<file path="src/rtl/twi_pkg.sv">
package twi_pkg;
  localparam int unsigned BYTE_W  = 8;
  localparam int unsigned PH_LAST = 2 * (BYTE_W + 1);
  localparam int unsigned PH_W    = $clog2(PH_LAST + 1);
  localparam int unsigned BIT_IW  = $clog2(BYTE_W);

  typedef enum logic [2:0] {
    OP_NONE  = 3'd0,
    OP_START = 3'd1,
    OP_STOP  = 3'd2,
    OP_ADDR  = 3'd3,
    OP_RECV  = 3'd4,
    OP_WRITE = 3'd5
  } twi_op_e;

  typedef struct packed {
    logic scl_low;
    logic sda_low;
    logic sample;
    logic last;
  } twi_drive_t;

  function automatic logic op_known(input logic [2:0] code);
    return (code >= 3'd1) && (code <= 3'd5);
  endfunction
endpackage

</file>
<file path="src/rtl/twi_tick_gen.sv">
module twi_tick_gen #(
  parameter int unsigned HALF_W = 16
) (
  input  logic              clk,
  input  logic              rst_n,
  input  logic              run,
  input  logic              load,
  input  logic [HALF_W-1:0] half_in,
  output logic              phase_end
);
  localparam logic [HALF_W-1:0] MIN_HALF = HALF_W'(2);

  logic [HALF_W-1:0] lim_q, lim_d, cnt_q, cnt_d;

  assign phase_end = run & (cnt_q == lim_q - 1'b1);

  always_comb begin
    lim_d = lim_q;
    cnt_d = cnt_q;
    if (load) begin
      lim_d = (half_in < MIN_HALF) ? MIN_HALF : half_in;
      cnt_d = '0;
    end else if (run) begin
      cnt_d = phase_end ? '0 : cnt_q + 1'b1;
    end
  end

  always_ff @(posedge clk or negedge rst_n) begin
    if (!rst_n) begin
      lim_q <= MIN_HALF;
      cnt_q <= '0;
    end else begin
      lim_q <= lim_d;
      cnt_q <= cnt_d;
    end
  end
endmodule

</file>
<file path="src/rtl/twi_phase_map.sv">
module twi_phase_map
  import twi_pkg::*;
(
  input  twi_op_e           op,
  input  logic [PH_W-1:0]   ph,
  input  logic [BYTE_W-1:0] tx_byte,
  input  logic              ack_en,
  input  logic              scl_hold,
  output twi_drive_t        drv
);
  localparam logic [PH_W-2:0] K_ACK = (PH_W-1)'(BYTE_W);
  localparam logic [BIT_IW-1:0] TOP_BIT = BIT_IW'(BYTE_W - 1);

  logic [PH_W-2:0] k;
  logic            hi;
  logic            rx;

  assign k  = ph[PH_W-1:1];
  assign hi = ph[0];
  assign rx = (op == OP_RECV);

  always_comb begin
    drv = '0;
    unique case (op)
      OP_START: begin
        unique case (ph)
          PH_W'(0): begin drv.scl_low = scl_hold; drv.sda_low = 1'b0; end
          PH_W'(1): begin drv.scl_low = 1'b0;     drv.sda_low = 1'b0; end
          PH_W'(2): begin drv.scl_low = 1'b0;     drv.sda_low = 1'b1; end
          default:  begin drv.scl_low = 1'b1;     drv.sda_low = 1'b1; drv.last = 1'b1; end
        endcase
      end
      OP_STOP: begin
        unique case (ph)
          PH_W'(0): begin drv.scl_low = 1'b1; drv.sda_low = 1'b1; end
          PH_W'(1): begin drv.scl_low = 1'b0; drv.sda_low = 1'b1; end
          default:  begin drv.scl_low = 1'b0; drv.sda_low = 1'b0; drv.last = 1'b1; end
        endcase
      end
      OP_ADDR, OP_WRITE, OP_RECV: begin
        if (ph == PH_W'(PH_LAST)) begin
          drv.scl_low = 1'b1;
          drv.last    = 1'b1;
        end else begin
          drv.scl_low = ~hi;
          drv.sample  = hi;
          if (k < K_ACK) begin
            drv.sda_low = rx ? 1'b0 : ~tx_byte[TOP_BIT - k[BIT_IW-1:0]];
          end else begin
            drv.sda_low = rx ? ack_en : 1'b0;
          end
        end
      end
      default: drv.last = 1'b1;
    endcase
  end
endmodule

</file>
<file path="src/rtl/twi_flag_unit.sv">
module twi_flag_unit (
  input  logic       clk,
  input  logic       rst_n,
  input  logic       tx_done,
  input  logic       rx_done,
  input  logic       ack_high,
  input  logic       rx_pop,
  input  logic [1:0] err_clr,
  output logic       nack_err,
  output logic       ovr_err
);
  logic nack_q, nack_d, ovr_q, ovr_d, full_q, full_d;

  always_comb begin
    nack_d = (nack_q & ~err_clr[0]) | (tx_done & ack_high);
    ovr_d  = (ovr_q & ~err_clr[1]) | (rx_done & full_q & ~rx_pop);
    full_d = rx_done | (full_q & ~rx_pop);
  end

  always_ff @(posedge clk or negedge rst_n) begin
    if (!rst_n) begin
      nack_q <= 1'b0;
      ovr_q  <= 1'b0;
      full_q <= 1'b0;
    end else begin
      nack_q <= nack_d;
      ovr_q  <= ovr_d;
      full_q <= full_d;
    end
  end

  assign nack_err = nack_q;
  assign ovr_err  = ovr_q;
endmodule

</file>
<file path="src/rtl/twi_host_engine.sv">
module twi_host_engine
  import twi_pkg::*;
#(
  parameter int unsigned HALF_W = 16
) (
  input  logic              clk,
  input  logic              rst_n,
  input  logic              cmd_valid,
  input  logic [2:0]        cmd_op,
  input  logic [7:0]        cmd_data,
  input  logic [HALF_W-1:0] half_period,
  input  logic              ack_en,
  input  logic              rx_pop,
  input  logic [1:0]        err_clr,
  input  logic              sda_in,
  output logic              scl_oe,
  output logic              sda_oe,
  output logic              busy,
  output logic              done_irq,
  output logic [7:0]        rx_data,
  output logic              nack_err,
  output logic              ovr_err
);
  localparam logic [PH_W-2:0] K_ACK = (PH_W-1)'(BYTE_W);

  // reset: asserted asynchronously, released on the clock
  logic [1:0] rst_sync_q;
  logic       rst_int_n;

  always_ff @(posedge clk or negedge rst_n) begin
    if (!rst_n) rst_sync_q <= 2'b00;
    else        rst_sync_q <= {rst_sync_q[0], 1'b1};
  end
  assign rst_int_n = rst_sync_q[1];

  logic                busy_q, busy_d;
  twi_op_e             op_q, op_d;
  logic [PH_W-1:0]     ph_q, ph_d;
  logic [BYTE_W-1:0]   sh_q, sh_d, rx_q, rx_d;
  logic                ack_q, ack_d;
  logic                scl_q, scl_d, sda_q, sda_d;
  logic                irq_q, irq_d;
  logic                accept, phase_end, fin, is_rx, is_tx;
  twi_drive_t          drv;

  assign accept = cmd_valid & ~busy_q & op_known(cmd_op);
  assign is_rx  = (op_q == OP_RECV);
  assign is_tx  = (op_q == OP_ADDR) | (op_q == OP_WRITE);
  assign fin    = busy_q & phase_end & drv.last;

  twi_tick_gen #(.HALF_W(HALF_W)) u_tick (
    .clk       (clk),
    .rst_n     (rst_int_n),
    .run       (busy_q),
    .load      (accept),
    .half_in   (half_period),
    .phase_end (phase_end)
  );

  twi_phase_map u_map (
    .op       (op_q),
    .ph       (ph_q),
    .tx_byte  (sh_q),
    .ack_en   (ack_en),
    .scl_hold (scl_q),
    .drv      (drv)
  );

  twi_flag_unit u_flags (
    .clk      (clk),
    .rst_n    (rst_int_n),
    .tx_done  (fin & is_tx),
    .rx_done  (fin & is_rx),
    .ack_high (ack_q),
    .rx_pop   (rx_pop),
    .err_clr  (err_clr),
    .nack_err (nack_err),
    .ovr_err  (ovr_err)
  );

  always_comb begin
    busy_d = busy_q;
    op_d   = op_q;
    ph_d   = ph_q;
    sh_d   = sh_q;
    rx_d   = rx_q;
    ack_d  = ack_q;
    scl_d  = scl_q;
    sda_d  = sda_q;
    irq_d  = 1'b0;
    if (accept) begin
      busy_d = 1'b1;
      op_d   = twi_op_e'(cmd_op);
      ph_d   = '0;
      sh_d   = cmd_data;
    end else if (busy_q) begin
      scl_d = drv.scl_low;
      sda_d = drv.sda_low;
      if (phase_end) begin
        if (drv.sample) begin
          if (ph_q[PH_W-1:1] < K_ACK) begin
            if (is_rx) sh_d = {sh_q[BYTE_W-2:0], sda_in};
          end else begin
            ack_d = sda_in;
          end
        end
        if (drv.last) begin
          busy_d = 1'b0;
          irq_d  = 1'b1;
          if (is_rx) rx_d = sh_q;
        end else begin
          ph_d = ph_q + 1'b1;
        end
      end
    end
  end

  always_ff @(posedge clk or negedge rst_int_n) begin
    if (!rst_int_n) begin
      busy_q <= 1'b0;
      op_q   <= OP_NONE;
      ph_q   <= '0;
      sh_q   <= '0;
      rx_q   <= '0;
      ack_q  <= 1'b0;
      scl_q  <= 1'b0;
      sda_q  <= 1'b0;
      irq_q  <= 1'b0;
    end else begin
      busy_q <= busy_d;
      op_q   <= op_d;
      ph_q   <= ph_d;
      sh_q   <= sh_d;
      rx_q   <= rx_d;
      ack_q  <= ack_d;
      scl_q  <= scl_d;
      sda_q  <= sda_d;
      irq_q  <= irq_d;
    end
  end

  assign scl_oe   = scl_q;
  assign sda_oe   = sda_q;
  assign busy     = busy_q;
  assign done_irq = irq_q;
  assign rx_data  = rx_q;
endmodule

</file>
<file path="config.mk">
export PLATFORM = sky130hd
export DESIGN_NAME = twi_host_engine
export DESIGN_NICKNAME = d
export VERILOG_FILES = /design/src/rtl/twi_pkg.sv /design/src/rtl/twi_tick_gen.sv /design/src/rtl/twi_phase_map.sv /design/src/rtl/twi_flag_unit.sv /design/src/rtl/twi_host_engine.sv
export SDC_FILE = /design/constraint.sdc
export NUM_CORES = 1
export LEC_CHECK = 0
export BUFFER_PORTS_ARGS = -buffer_cell sky130_fd_sc_hd__buf_2
export CAP_MARGIN = 30
export CORE_ASPECT_RATIO = 0.75
export CORE_UTILIZATION = 40
export CTS_BUF_LIST = sky130_fd_sc_hd__clkbuf_4 sky130_fd_sc_hd__clkbuf_8
export DETAILED_ROUTE_END_ITERATION = 10
export PLACE_DENSITY = 0.56
export SLEW_MARGIN = 40
export SYNTH_ARGS = -nofsm -noshare
export SYNTH_HDL_FRONTEND = slang
export SYNTH_HIERARCHICAL = 1
export SYNTH_SLANG_ARGS = --single-unit
</file>
<file path="constraint.sdc">
create_clock -name clk -period 2.2 [get_ports clk]
set_clock_uncertainty 0.05 [all_clocks]
set_input_delay 0 -clock clk [delete_from_list [all_inputs] [get_ports clk]]
set_output_delay 0 -clock clk [all_outputs]
set_load 0.05 [all_outputs]
</file>
==> reports/metrics.cfg <==
[power]
p_sw_mw = 2.160
p_int_mw = 3.555
power_switching_share_pct = 37.79
leakage_nw = 2.303
p_per_area_nw_per_um2 = 1070
power.share.clock_pct = 19.1
ir_drop_mv = 0.6127
p_comb_share_pct = 46.4
power_frac_seq_pct = 34.5

[cells_and_area]
fin_cells = 657
area_delta_synth_final_pct = 36.19
seqCellArea_sq_um = 1655
fillCellCount = 840
layout.nets = 562
layout-drive-gt1-share_pct = 34.78
num_antenna_cells = 0
multiInputGateArea_sq_um = 2182

[drt]
drc = 0
ant_nets = 0
drt-initial-drc-count = 228
first_pass_iters = 4
avgRoutedWirePerCell_microns = 15.94
num_vias = 3581
avgViaCountPerCell = 5.451
routed_wl_mm = 10.47

[clock_network]
h-tree-depth = 3
cts_root_buf = clkbuf_8
numClockSinks = 66
cts_made_buffers = 9
cts.clk_slew.worst_paths_ns = 0.07
cts.path.max_buffers = 2
cts_tree = yes
clk_latency_ns = 0.35

[placement]
io_buffers = 48
place_hpwl_mm = 7.261
gp_routability_congestion = 0.8707
place_inst = 603

[logic_synthesis]
ys_seq_area_share_pct = 42.12
synth.distinct_cells = 70
synthCells = 391
synth_warnings = 6
yosysTopAreaCellShare_pct = 41.45
synth_area_sq_um = 3924
ys.flop_type = dfrtp_1
synth_async_sr_flop_share_pct = 100.0
syn_avg_cell_area_sq_um = 10.04
ys_seq_elements = 66
yosysTopAreaCell = dfrtp_1
syn_nets = 429
synthTopCellsByArea = dfrtp_1 41%, mux2_2 7.2%, xor2_1 4.9%, nor4_1 2.7%, xnor2_1 2.7%
synth_edf_count = 0

[worst_setup_path]
critical_path_class = flop to flop
cp_common_cell = or4b_4
cp_max_fo = 9
start_kind = flop
worst_setup_path_end_kind = flop
path_delay_family = simple AND/OR/NAND/NOR gates
arrival_ns = 3.29
critical_path.slowest_cell = or4b_4
critPathBufInv = 1
slowest_delay_ns = 0.53
crit_chain = inv_2 > ha_4 > or4b_4 > nor4_4 > xnor2_1 > a211o_1 > or4b_4 > nor2_8 > and3_4 > nand2_8 > mux2_2
critPathRequiredTime_ns = 2.38

[die]
rows = 30
die_h_microns = 87.78
start_util_pct = 42.32
die_area_sq_um = 10210
coreArea_sq_um = 9271
dieWidth_microns = 116.4
ioPinCount = 49

[status]
status = finished with violations
violations = setup timing

[sta]
whs_ns = 0.1267
setup_viol = 43
max_slew_margin_pct = 57.16
tightest_slew_ns = 0.6420
fmax_mhz = 321.6
setup_tns_ns = -32.23
rsz0062_at_grt = true
drv_slew = 0
finalHoldViolCount = 0
timing.final.ws_setup_ns = -0.9096
finalCritPeriodShare_pct = 141.3
finalCriticalPeriod_ns = 3.110

[global_routing]
grt_pass1_vias = 3455
antenna_found_initial = 0
grt_pass1_wl_mm = 17.35
grt-ovfl-total = 0
grt_usage_pct = 22.46
grt_max_degree = 34

[flow_run]
max_cap_violations = 0

[min_path]
hold_class = input port to flop

[power groups by stage]
| stage | registers (mW) | clock network (mW) | logic [mW] |
|---|---|---|---|
| 3_3_place_gp | 1.97 | 0 | 2.42 |
| 6_report | 1.97 | 1.09 | 2.65 |
| 5_1_grt | 2.03 | 1.17 | 2.90 |
| 2_1_floorplan | 2.04 | 0 | 1.42 |
| 4_1_cts | 1.97 | 1.12 | 2.61 |
| 3_5_place_dp | 1.98 | 0 | 2.47 |
[routing by layer]
metal  wire (microns)  GRT usage (%)  vias to the layer above  share of wire (%)
met4              165          7.459                        0                1.6
met3              585          5.398                       18                5.6
li1                 -              -                     1708                  -
met2             4469          31.95                      111                 43
met5                0              0                        -                  0
met1             5249          33.26                     1744                 50
[worst reg2reg max path: stages, from the launching register on]
cell	delay, ns
dfrtp_1	0.39
inv_2	0.08
ha_4	0.13
or4b_4	0.52
nor4_4	0.16
xnor2_1	0.09
a211o_1	0.27
or4b_4	0.53
nor2_8	0.13
and3_4	0.24
nand2_8	0.09
mux2_2	0.31
[synthesized netlist by cell type, types with 10 or more instances]
cell,count
clkbuf_1,13
nor2_1,18
mux2_2,25
nand2b_1,11
nand3_1,17
nand4_1,11
dfrtp_1,65
inv_1,11
nor4_1,17
nand2_1,19
o21ai_0,19
nor3_1,13
a31oi_1,12
a21oi_1,10
xnor2_1,12
xor2_1,22
[cell families after synthesis]
group	share of synthesized area (%)
flip-flops	42.12
XOR/XNOR	7.589
adder cells (fa/ha/maj)	0.9567
multiplexers	8.610
other	0.09557
buffers and inverters	4.114
AO/OA/AOI/OAI	12.76
AND/OR/NAND/NOR	23.76
[sequential cells by signal, summed over array words and instances (netlist names), 2 cells and up]
name and cells:
u_tick/cnt_q 16, rx_data 8, rst_sync_q 2, sh_q 8, ph_q 5, u_tick/lim_q 16
op_q 3
[worst paths after layout]
kind	from	to	slack, ns	cells past startpoint
worst max-delay path	u_tick/lim_q[0]$_DFFE_PN0P_	rx_data[0]$_DFFE_PN0P_	-0.91	11
worst max register to register	u_tick/lim_q[0]$_DFFE_PN0P_	rx_data[0]$_DFFE_PN0P_	-0.91	11
worst min-delay path	cmd_valid	op_q[0]$_DFFE_PN0P_	0.13	4
worst min register to register	rst_sync_q[1]$_DFF_PN0_	rx_data[4]$_DFFE_PN0P_	0.21	0
min in group asynchronous	rst_sync_q[1]$_DFF_PN0_	rx_data[4]$_DFFE_PN0P_	0.21	0
max in group asynchronous	rst_sync_q[1]$_DFF_PN0_	u_tick/lim_q[1]$_DFFE_PN1P_	1.23	1
[layout by cell type, fill, tap and decap left out, drive strengths merged, types with 14 or more instances in the layout]
cell type | Yosys | final
o21ai | 23 | 23
buf | 8 | 111
xor2 | 22 | 22
nor4 | 20 | 20
nand3 | 17 | 17
nor2 | 19 | 19
dlygate4sd3 | 0 | 34
nand2 | 20 | 20
dfrtp | 65 | 65
mux2 | 25 | 25
nor3 | 14 | 14
[stage by stage]
| step | setup WS [ns] | power, mW | util (%) | area, sq um |
|---|---|---|---|---|
| finish | -0.9096 | 5.716 | 57.64 | 5344 |
| global placement | -1.034 | 4.393 | 50.54 | 4686 |
| CTS | -0.8925 | 5.696 | 57.33 | 5315 |
| global route | -1.026 | 6.103 | 57.64 | 5344 |
| detailed placement | -1.104 | 4.451 | 50.54 | 4686 |
| floorplan | -1.168 | 3.467 | - | 3959 |
[timing repair]
| action | CTS | global route |
|---|---|---|
| hold buffers | 34 | 0 |
| pin swaps | 12 | 2 |
| hold endpoints to repair | 33 | 0 |
| resized for setup | 14 | 11 |
| buffers inserted | 3 | 1 |
| endpoints found under the setup margin | 43 | 43 |
[area by class of cell]
| class | count | area share, % |
|---|---|---|
| Clock inverter | 4 | 0.9365 |
| Sequential cell | 66 | 30.98 |
| Inverter | 12 | 0.8897 |
| Multi-Input combinational cell | 290 | 40.83 |
| Clock buffer | 12 | 2.974 |
| Tap cell | 128 | 2.997 |
| Timing Repair Buffer | 145 | 20.39 |
No activity file was read; power rests on OpenSTA's default activity.
